==> config.mk <==
export PLATFORM = sky130hd
export DESIGN_NAME = rns_mrd_conv
export DESIGN_NICKNAME = d
export VERILOG_FILES = /design/src/rtl/rns_mrd_pkg.sv /design/src/rtl/rns_mrd_sub_pow2.sv /design/src/rtl/rns_mrd_term_gen.sv /design/src/rtl/rns_mrd_add3_m3.sv /design/src/rtl/rns_mrd_conv.sv
export SDC_FILE = /design/constraint.sdc
export NUM_CORES = 1
export LEC_CHECK = 0
export ABC_AREA = 1
export BUFFER_PORTS_ARGS = -buffer_cell sky130_fd_sc_hd__buf_2
export CORE_MARGIN = 2
export CORE_UTILIZATION = 25
export DETAILED_ROUTE_END_ITERATION = 7
export GPL_ROUTABILITY_DRIVEN = 0
export PLACE_DENSITY = 0.57
export RECOVER_POWER = 100
export SLEW_MARGIN = 40
export SYNTH_ARGS = -nofsm -noshare
export SYNTH_HDL_FRONTEND = slang
export SYNTH_HIERARCHICAL = 1
export SYNTH_SLANG_ARGS = --single-unit
==> constraint.sdc <==
create_clock -name vclk -period 4.95
set_input_delay 0.99 -clock vclk [all_inputs]
set_output_delay 0.99 -clock vclk [all_outputs]
set_load 0.01 [all_outputs]
==> src/rtl/rns_mrd_pkg.sv <==
// Shared constants for the residue to mixed-radix digit converter.
// Assumes the moduli family 2^N+1, 2^N, 2^N-1 with N > 1.
package rns_mrd_pkg;
    // Default digit width used when the top is elaborated on its own.
    localparam int unsigned MRD_N_DEFAULT = 4;
    // Smallest width for which the moduli family stays pairwise coprime
    // and the rotation identities hold.
    localparam int unsigned MRD_N_MIN = 2;
endpackage

==> src/rtl/rns_mrd_sub_pow2.sv <==
// Computes the middle digit (x2 - x1) mod 2^N as x2 + ~x1 + 1.
// Assumes only the low N bits of x1 are supplied; the overflow bit is dropped.
module rns_mrd_sub_pow2 #(
    parameter int unsigned N = rns_mrd_pkg::MRD_N_DEFAULT
) (
    input  logic [N-1:0] minuend_i,
    input  logic [N-1:0] subtrahend_i,
    output logic [N-1:0] diff_o
);
    logic [N-1:0] neg_sub;

    // Two's-complement negation of the subtrahend, modulo 2^N.
    always_comb begin
        neg_sub = ~subtrahend_i + {{(N-1){1'b0}}, 1'b1};
    end

    // Modulo 2^N addition: the carry out of bit N-1 is discarded.
    always_comb begin
        diff_o = minuend_i + neg_sub;
    end
endmodule

==> src/rtl/rns_mrd_term_gen.sv <==
// Builds the three operands for the top digit, each taken modulo 2^N-1:
//   half_x3  = 2^(N-1)*x3      (one-bit right rotation)
//   nhalf_x1 = -2^(N-1)*x1     (rotated complement, or a constant when x1 = 2^N)
//   neg_e2   = -e2             (bitwise complement)
// Assumes x1 is at most 2^N, so bit N set means the low bits are zero.
module rns_mrd_term_gen #(
    parameter int unsigned N = rns_mrd_pkg::MRD_N_DEFAULT
) (
    input  logic [N:0]   x1_i,
    input  logic [N-1:0] x3_i,
    input  logic [N-1:0] e2_i,
    output logic [N-1:0] half_x3_o,
    output logic [N-1:0] nhalf_x1_o,
    output logic [N-1:0] neg_e2_o
);
    localparam logic [N-1:0] TOP_CASE_CONST = {1'b0, {(N-1){1'b1}}};

    logic [N-1:0] x1_lo_inv;
    logic [N-1:0] x1_rot;

    // Inverted low bits of x1: the modulo 2^N-1 negation before scaling.
    always_comb begin
        x1_lo_inv = ~x1_i[N-1:0];
    end

    // Right rotations by one position are pure wiring, one bit per loop step.
    for (genvar b = 0; b < N; b++) begin : g_rot
        if (b == N - 1) begin : g_wrap
            assign half_x3_o[b] = x3_i[0];
            assign x1_rot[b]    = x1_lo_inv[0];
        end else begin : g_shift
            assign half_x3_o[b] = x3_i[b+1];
            assign x1_rot[b]    = x1_lo_inv[b+1];
        end
    end

    // Pick the constant term when x1 equals 2^N, else the rotated complement.
    always_comb begin
        nhalf_x1_o = x1_i[N] ? TOP_CASE_CONST : x1_rot;
    end

    // Negation of e2 modulo 2^N-1.
    always_comb begin
        neg_e2_o = ~e2_i;
    end
endmodule

==> src/rtl/rns_mrd_add3_m3.sv <==
// Adds three N-bit operands modulo 2^N-1 and returns a canonical result.
// Stage one is a carry-save layer whose carry vector wraps around.
// Stage two is an end-around-carry adder. An all-ones result is folded to zero.
// Assumes each operand is an N-bit code whose value is taken mod 2^N-1.
module rns_mrd_add3_m3 #(
    parameter int unsigned N = rns_mrd_pkg::MRD_N_DEFAULT
) (
    input  logic [N-1:0] op_a_i,
    input  logic [N-1:0] op_b_i,
    input  logic [N-1:0] op_c_i,
    output logic [N-1:0] sum_o
);
    logic [N-1:0] csa_sum;
    logic [N-1:0] csa_cy;
    logic [N-1:0] csa_cy_wrap;
    logic [N:0]   raw_sum;
    logic [N-1:0] eac_sum;

    // Carry-save layer: one full adder per bit; the carry weight 2^N wraps to 1.
    for (genvar b = 0; b < N; b++) begin : g_csa
        assign csa_sum[b] = op_a_i[b] ^ op_b_i[b] ^ op_c_i[b];
        assign csa_cy[b]  = (op_a_i[b] & op_b_i[b]) | (op_a_i[b] & op_c_i[b])
                          | (op_b_i[b] & op_c_i[b]);
        if (b == 0) begin : g_wrap
            assign csa_cy_wrap[b] = csa_cy[N-1];
        end else begin : g_shift
            assign csa_cy_wrap[b] = csa_cy[b-1];
        end
    end

    // Carry-propagate addition of the two vectors with a spare carry bit.
    always_comb begin
        raw_sum = {1'b0, csa_sum} + {1'b0, csa_cy_wrap};
    end

    // End-around carry: the carry out has weight 2^N, which is 1 mod 2^N-1.
    always_comb begin
        eac_sum = raw_sum[N-1:0] + {{(N-1){1'b0}}, raw_sum[N]};
    end

    // All-ones is a second code for zero; map it to the canonical zero.
    always_comb begin
        sum_o = (&eac_sum) ? '0 : eac_sum;
    end
endmodule

==> src/rtl/rns_mrd_conv.sv <==
// Converts residues modulo (2^N+1, 2^N, 2^N-1) to mixed-radix digits, where
// the value is e1 + e2*(2^N+1) + e3*(2^N+1)*2^N. The block is fully combinational.
// Assumes N > 1, x1 in 0..2^N and x3 in 0..2^N-2.
module rns_mrd_conv #(
    parameter int unsigned N = rns_mrd_pkg::MRD_N_DEFAULT
) (
    input  logic [N:0]   x1_i,
    input  logic [N-1:0] x2_i,
    input  logic [N-1:0] x3_i,
    output logic [N:0]   e1_o,
    output logic [N-1:0] e2_o,
    output logic [N-1:0] e3_o
);
    logic [N-1:0] e2_w;
    logic [N-1:0] half_x3;
    logic [N-1:0] nhalf_x1;
    logic [N-1:0] neg_e2;

    // The lowest digit is the first residue itself.
    always_comb begin
        e1_o = x1_i;
    end

    // Middle digit: the inverse of m1 modulo m2 is 1, so this is a plain difference.
    rns_mrd_sub_pow2 #(.N(N)) u_sub (
        .minuend_i    (x2_i),
        .subtrahend_i (x1_i[N-1:0]),
        .diff_o       (e2_w)
    );

    // Operand routing for the top digit.
    rns_mrd_term_gen #(.N(N)) u_terms (
        .x1_i       (x1_i),
        .x3_i       (x3_i),
        .e2_i       (e2_w),
        .half_x3_o  (half_x3),
        .nhalf_x1_o (nhalf_x1),
        .neg_e2_o   (neg_e2)
    );

    // Top digit: the three routed terms summed modulo 2^N-1.
    rns_mrd_add3_m3 #(.N(N)) u_add3 (
        .op_a_i (half_x3),
        .op_b_i (nhalf_x1),
        .op_c_i (neg_e2),
        .sum_o  (e3_o)
    );

    // Drive the middle digit output from the subtractor.
    always_comb begin
        e2_o = e2_w;
    end
endmodule

==> impl_metrics.toml, run 1 <==
[run_status]
violations = "negative setup slack"
status = "finished, violations left"

[detailed_routing]
drt_pass1_iterations = 4
ant_nets = 0
post_drt_wl_per_cell_um = 9.39
drcViolationCount = 0
via_count = 670
via_per_inst = 4.16
wl_um = 1510
drt_iter0_drc = 12

[placed_design]
dpl_worst_slack_ps = -229
numPortBuffers = 26
dp_hpwl_um = 1300
place_inst = 157
place_area_um2 = 878

[yosys]
yosysMostFrequentCell = "inv_1"
netlist_area_um2 = 633
syn_avg_cell_area_um2 = 6.59
ys_top_cells_by_area = "fa_1 19%, ha_1 18%, inv_1 15%"
ys.warnings.count = 6
netlist_top_cells_count = "26 x inv_1, 18 x nand2_1, 9 x buf_4, 9 x ha_1, 9 x nand3_1"
syn_inst = 96
yosysTopAreaCellShare = 0.190
synth_largest_area_cell = "fa_1"
syn_nets = 124
ys_types = 16
seq_area_frac_synth = 0

[min_path]
hp-class = "input pin to output port"

[sta]
period_minus_slack_ps = 5020
relSlewSlack = 0.855
setup_viol = 3
hold_slack_ps = 2210
finalSetupTns_ps = -196
slew_viol_final = 0
setup_slack_ps = -67.3
fin_crit_sh = 1.01
rsz0062_at_grt = "true"
max_freq_ghz = 0.199
tightest_slew_ps = 217
finalHoldViolations = 0

[final_layout]
syn_to_final_growth_pct = 54.9
seq_area_um2 = 0
final_util = 0.403
fin_area_um2 = 981
nFillCells = 259
multi_input_area_um2 = 567
fin_nets = 161
antennaDiodeCount = 0
final_cells = 161
clkbuf_count = 0
drive_gt1_frac = 0.504
seq_cell_count = 0

[floorplan]
coreArea_um2 = 2430
die_x_um = 54.3
dieArea_um2 = 2950
rows = 18
die_h_um = 54.3
boundaryPins = 26
start_util = 0.260

[global_route]
grt_use_total = 0.111
antenna_found_initial = 0
grt_pass1_vias = 663
met1_usage = 0.123
grt_util_met3 = 0.00273
grt_first_pass_wirelength_um = 2490
top_usage_layer = "met2"
met2_usage = 0.227
grt_max_degree = 5
overflow = 0

[worst_setup_path]
critPathSlowestCell = "fa_2"
path_common_cell = "ha_4"
startpoint_type = "input pin"
path_cells = "buf_6, inv_4, ha_4, inv_2, fa_2, inv_2, fa_1, fa_2, nand2_2, a21oi_2, or2_4, ha_4, ha_4, nand2_4, nor2_4, nand3_2, nand2_1, inv_1, buf_2"
path_buf_inv = 6
worstPathRequired_ps = 3960
path_class = "input pin to output port"
arrival_ps = 4030
cp_max_fo = 3
max_stage_delay_ps = 540
cp_top_family = "adder cells"
cp-end-kind = "output port"

[pwr]
power.density_nw_per_um2 = 399
finalPower_mw = 0.392
p_leak_nw = 0.545
ir_drop_uv = 176

[clock_tree]
ctsHoldBuffers = 0

[run]
drv_cap = 0
-- cell usage in the layout, fill, tap and decap left out, drive strengths merged --
cell type | netlist | layout
inv | 27 | 27
xor2 | 1 | 1
or2 | 1 | 1
nand2 | 23 | 23
nand4 | 1 | 1
a21oi | 3 | 3
nor2 | 5 | 5
buf | 9 | 38
nand3 | 11 | 11
clkbuf | 0 | 6
fa | 6 | 6
ha | 9 | 9
-- kinds of logic (layout without fill, tap and decap cells) --
family	count (synthesis)	after routing	synth area share
AOI/OAI and AO/OA	3	3	0.0237
adders and majority gates	15	15	0.368
and+or+nand+nor	41	41	0.328
buffers and inverters	36	71	0.267
xor gates and xnor gates	1	1	0.0138
-- report_power, final --
part	total (mW)	switching (mW)	internal, mW
Clock	0	0	0
Sequential	0	0	0
Combinational	0.392	0.200	0.192
-- final timing paths --
| path | cells past startpoint | slack [ps] | end | startpoint |
|---|---|---|---|---|
| setup / recovery | 19 | -70 | e3_o[0] | x2_i[0] |
| hold / removal | 2 | 2210 | e1_o[4] | x1_i[4] |
-- layout make-up --
type                       instances  area share
inverter                          27       0.106
multi-input combinational         60       0.578
tap                               30      0.0383
timing repair buffer              44       0.278
-- metal layers --
metal	part of all wire	vias up	wire length, um
met5	0	-	0
met4	0.014	0	21
met3	0.015	2	23
met2	0.56	9	848
met1	0.41	311	617
li1	-	348	-
-- repair_timing --
item,CTS,global route
endpoints found under the setup margin,4,4
pin swaps,17,4
buffers inserted,4,0
resized for setup,16,6
(Power assumes the default switching activity.)
==> run 2, diff against run 1 <==
--- a/config.mk
+++ b/config.mk
@@ -6,7 +6,8 @@
 export NUM_CORES = 1
 export LEC_CHECK = 0
 export ABC_AREA = 1
-export BUFFER_PORTS_ARGS = -buffer_cell sky130_fd_sc_hd__buf_2
+export BUFFER_PORTS_ARGS = -buffer_cell sky130_fd_sc_hd__buf_4
+export CORE_ASPECT_RATIO = 1.75
 export CORE_MARGIN = 2
 export CORE_UTILIZATION = 25
 export DETAILED_ROUTE_END_ITERATION = 7
==> impl_metrics.toml, run 2 (synthesis gave the netlist of run 1 again) <==
[global_route]
grt_first_pass_wirelength_um = 2530
grt_pass1_vias = 623
overflow = 0
grt_max_degree = 5
antenna_found_initial = 0
grt_use_total = 0.106

[pwr]
p_sw_frac = 0.466
switching_power_mw = 0.203
p_leak_nw = 0.584
power.density_nw_per_um2 = 401
ir_drop_uv = 143
pwr-share-clk = 0
pwr-share-comb = 1.000
power.internal_mw = 0.233
seqPwrFrac = 0

[detailed_routing]
drcViolationCount = 0
drt_pass1_iterations = 3
via_per_inst = 4.28
wl_um = 1670
post_drt_wl_per_cell_um = 10.3
drt_iter0_drc = 6
ant_nets = 0
via_count = 694

[sta]
finalHoldViolations = 0
rsz0062_at_grt = "true"
relSlewSlack = 0.887
max_freq_ghz = 0.199
fin_crit_sh = 1.01
period_minus_slack_ps = 5020
setup_slack_ps = -65.5
tightest_slew_ps = 169
slew_viol_final = 0
setup_viol = 4

[placed_design]
place_area_um2 = 946
place_inst = 154
numPortBuffers = 26
dp_hpwl_um = 1340

[final_layout]
mostFrequentLayoutCells = "39 x buf_4, 18 x inv_1, 16 x nand2_1, 7 x nand3_1, 7 x inv_2"
syn_to_final_growth_pct = 71.5
final_cells = 162
seq_cell_count = 0
clkbuf_count = 0
fin_nets = 166
fin_area_um2 = 1090
drive_gt1_frac = 0.574
seq_area_um2 = 0
final_common_cell = "buf_4"
nFillCells = 251
antennaDiodeCount = 0

[floorplan]
rows = 24
die_h_um = 70.6
die_x_um = 42.0
dieArea_um2 = 2970
boundaryPins = 26
coreArea_um2 = 2460
start_util = 0.257

[worst_setup_path]
startpoint_type = "input pin"
arrival_ps = 4030
cp-end-kind = "output port"
worstPathRequired_ps = 3960
cp_max_fo = 3
path_class = "input pin to output port"

[run_status]
status = "finished, violations left"
violations = "negative setup slack"

[min_path]
hp-class = "input pin to output port"

[run]
drv_cap = 0
-- run 2: changes by cell type in the layout (fill, tap and decap cells not counted), sizes merged --
cell / delta
buf: +5
-- run 2: final timing paths --
path	startpoint	slack, ps	endpoint	depth (start not counted)
setup / recovery	x2_i[0]	-70	e3_o[0]	20
hold / removal	x1_i[3]	2220	e1_o[3]	2
-- run 2: repair_timing --
| item | CTS | global route |
|---|---|---|
| buffers inserted | 3 | 5 |
| endpoints found under the setup margin | 4 | 4 |
| hold buffers | 0 | 0 |
| pin swaps | 21 | 9 |
| gates resized for setup | 20 | 9 |
| cloned | 0 | 0 |
-- run 2: critical path: stages --
cell,delay [ps]
buf_6,100
inv_4,50
ha_4,110
inv_2,40
fa_2,540
inv_2,40
fa_1,470
fa_2,370
nand2_2,90
a21oi_2,50
or2_4,250
ha_4,170
ha_4,160
nand3_2,60
nand2_2,70
nor2_4,130
nand3_2,90
nand2_1,80
inv_1,50
buf_6,110
-- run 2: area by class of cell --
cell class | count | area, um2 | area share
multi-input cells | 60 | 587 | 0.540
inverters | 27 | 106 | 0.0979
well taps | 26 | 32.5 | 0.0300
repair buffers | 49 | 360 | 0.332
-- run 2: metal layers --
layer,up-vias,part of all wire,global-route usage
met2,23,0.64,0.241
met4,0,0,0
met3,0,0.045,0.00510
met5,-,0,0
li1,360,-,-
met1,311,0.32,0.103
-- run 2: stage by stage --
step / total power [mW] / setup TNS (ps) / setup WS (ps) / hold slack (ps) / util
after detailed placement: 0.362 / -919 / -251 / 2180 / 0.384
after CTS: 0.412 / -140 / -53.2 / 2180 / 0.421
after global routing: 0.477 / -743 / -215 / 2230 / 0.441
final: 0.435 / -178 / -65.5 / 2220 / 0.441
after global placement: 0.354 / -680 / -190 / 2180 / 0.384
after floorplan: 0.226 / 0 / 3.92 / 2070 / -
-- run 2: power by group through the flow --
stage	Clock [mW]	Combinational, mW	Sequential [mW]
after CTS	0	0.412	0
after global routing	0	0.477	0
after detailed placement	0	0.362	0
final	0	0.435	0
after global placement	0	0.354	0
after floorplan	0	0.226	0
==> run 3, diff against run 2 <==
--- a/config.mk
+++ b/config.mk
@@ -5,14 +5,13 @@
 export SDC_FILE = /design/constraint.sdc
 export NUM_CORES = 1
 export LEC_CHECK = 0
-export ABC_AREA = 1
+export ABC_AREA = 0
 export BUFFER_PORTS_ARGS = -buffer_cell sky130_fd_sc_hd__buf_4
-export CORE_ASPECT_RATIO = 1.75
 export CORE_MARGIN = 2
 export CORE_UTILIZATION = 25
 export DETAILED_ROUTE_END_ITERATION = 7
 export GPL_ROUTABILITY_DRIVEN = 0
-export PLACE_DENSITY = 0.57
+export PLACE_DENSITY = 0.59
 export RECOVER_POWER = 100
 export SLEW_MARGIN = 40
 export SYNTH_ARGS = -nofsm -noshare
==> impl_metrics.toml, run 3 <==
[detailed_routing]
via_count = 492
drcViolationCount = 0
wl_um = 1320
ant_nets = 0
drt_iter0_drc = 2
post_drt_wl_per_cell_um = 10.7
via_per_inst = 4.00
drt_pass1_iterations = 2

[floorplan]
die_x_um = 49.7
start_util = 0.267
dieArea_um2 = 2470
die_h_um = 49.7
rows = 16
coreArea_um2 = 1960
boundaryPins = 26

[yosys]
synth_largest_area_cell = "fa_1"
ys.warnings.count = 6
netlist_top_cells_count = "14 x inv_1, 9 x buf_4, 9 x ha_1"
syn_nets = 90
ys_top_cells_by_area = "fa_1 23%, ha_1 22%, buf_4 13%"
netlist_area_um2 = 523
syn_avg_cell_area_um2 = 8.44
seq_area_frac_synth = 0
yosysMostFrequentCell = "inv_1"
syn_inst = 62
ys_types = 16
yosysTopAreaCellShare = 0.230

[final_layout]
syn_to_final_growth_pct = 90.0
drive_gt1_frac = 0.688
mostFrequentLayoutCells = "33 x buf_4, 8 x inv_1, 7 x ha_4, 6 x clkbuf_1"
fin_nets = 126
seq_cell_count = 0
nFillCells = 208
seq_area_um2 = 0
clkbuf_count = 0
final_common_cell = "buf_4"
multi_input_area_um2 = 584
final_cells = 123
antennaDiodeCount = 0

[global_route]
grt_use_total = 0.112
grt_pass1_vias = 481
antenna_found_initial = 0
grt_first_pass_wirelength_um = 2170
grt_max_degree = 6
overflow = 0

[sta]
period_minus_slack_ps = 4950
relSlewSlack = 0.844
setup_slack_ps = -2.74
setup_viol = 1
rsz0062_at_grt = "true"
slew_viol_final = 0
tightest_slew_ps = 234
finalHoldViolations = 0
fin_crit_sh = 1.00
max_freq_ghz = 0.202

[run]
drv_cap = 0

[pwr]
p_leak_nw = 0.484
power.density_nw_per_um2 = 455
ir_drop_uv = 252

[min_path]
hp-class = "input pin to output port"

[worst_setup_path]
cp-end-kind = "output port"
path_class = "input pin to output port"
cp_max_fo = 4
arrival_ps = 3960
worstPathRequired_ps = 3960
max_stage_delay_ps = 530
startpoint_type = "input pin"
path_cells = "buf_6, inv_4, ha_4, inv_2, fa_2, inv_2, fa_2, fa_2, a21o_1, a21o_1, ha_4, ha_4, xnor2_4, nor2_4, a21boi_2, buf_4"
critPathSlowestCell = "fa_2"

[placed_design]
dpl_worst_slack_ps = -273
place_inst = 118
dp_hpwl_um = 977
numPortBuffers = 26

[clock_tree]
ctsHoldBuffers = 0

[run_status]
violations = "negative setup slack"
status = "finished, violations left"
run 3: changes by cell type after synthesis, moves of 2 or more:
| cell | change |
|---|---|
| xor2_1 | +2 |
| nand2b_1 | +3 |
| a21boi_1 | +2 |
| nand3_1 | -8 |
| nand2_2 | -4 |
| nand3_2 | -2 |
| xnor2_1 | +2 |
| nand2_1 | -16 |
| inv_1 | -12 |
| a21o_1 | +3 |
| nor2_1 | -2 |
run 3: logic make-up (layout without fill, tap and decap cells):
group                    count (synthesis)  in the layout  synth area share
buffers and inverters                   23             57             0.230
adder cells (fa/ha/maj)                 15             15             0.445
AO/OA/AOI/OAI                            9              9             0.110
AND/OR/NAND/NOR                          9              9            0.0861
XOR/XNOR                                 6              6             0.129
run 3: metal layers:
layer | GRT usage | vias to the layer above | share of wire
li1 | - | 251 | -
met1 | 0.129 | 236 | 0.38
met2 | 0.236 | 5 | 0.60
met3 | 0.00303 | 0 | 0.020
met4 | 0 | 0 | 0
met5 | 0 | - | 0
run 3: through the flow:
stage | hold slack (ps) | instance area (um2) | setup TNS (ps) | utilization | power [mW]
6_report | 2220 | 993 | -2.74 | 0.506 | 0.452
5_1_grt | 2240 | 993 | -388 | 0.506 | 0.489
4_1_cts | 2190 | 962 | -100 | 0.490 | 0.438
3_5_place_dp | 2190 | 815 | -987 | 0.415 | 0.350
3_3_place_gp | 2190 | 815 | -867 | 0.415 | 0.346
2_1_floorplan | 2070 | 563 | 0 | - | 0.217
run 3: layout make-up:
cell class | count | share of cell area
Inverter | 14 | 0.0605
Timing Repair Buffer | 43 | 0.317
Tap cell | 27 | 0.0340
Multi-Input combinational cell | 39 | 0.588
run 3: timing repair:
item                       CTS  global route
gates resized for setup     27             8
pin swaps                   16            18
setup buffers                3             2
setup endpoints to repair    4             4
gates cloned                 0             0
run 3: final timing paths:
kind    start      end  slack (ps)  cells after the start
max   x2_i[0]  e3_o[0]          -3                     16
min   x1_i[3]  e1_o[3]        2220                      2
run 3: power breakdown:
part	internal (mW)	total [mW]	switching, mW
clock	0	0	0
sequential	0	0	0
combinational	0.262	0.452	0.190
total	0.262	0.452	0.190
run 3: critical path, delay by kind of cell:
kind | cells | cell delay [ps]
fa+ha+maj | 6 | 1840
compound gates | 3 | 450
buf+inv | 5 | 360
simple gates | 1 | 200
xor+xnor | 1 | 130
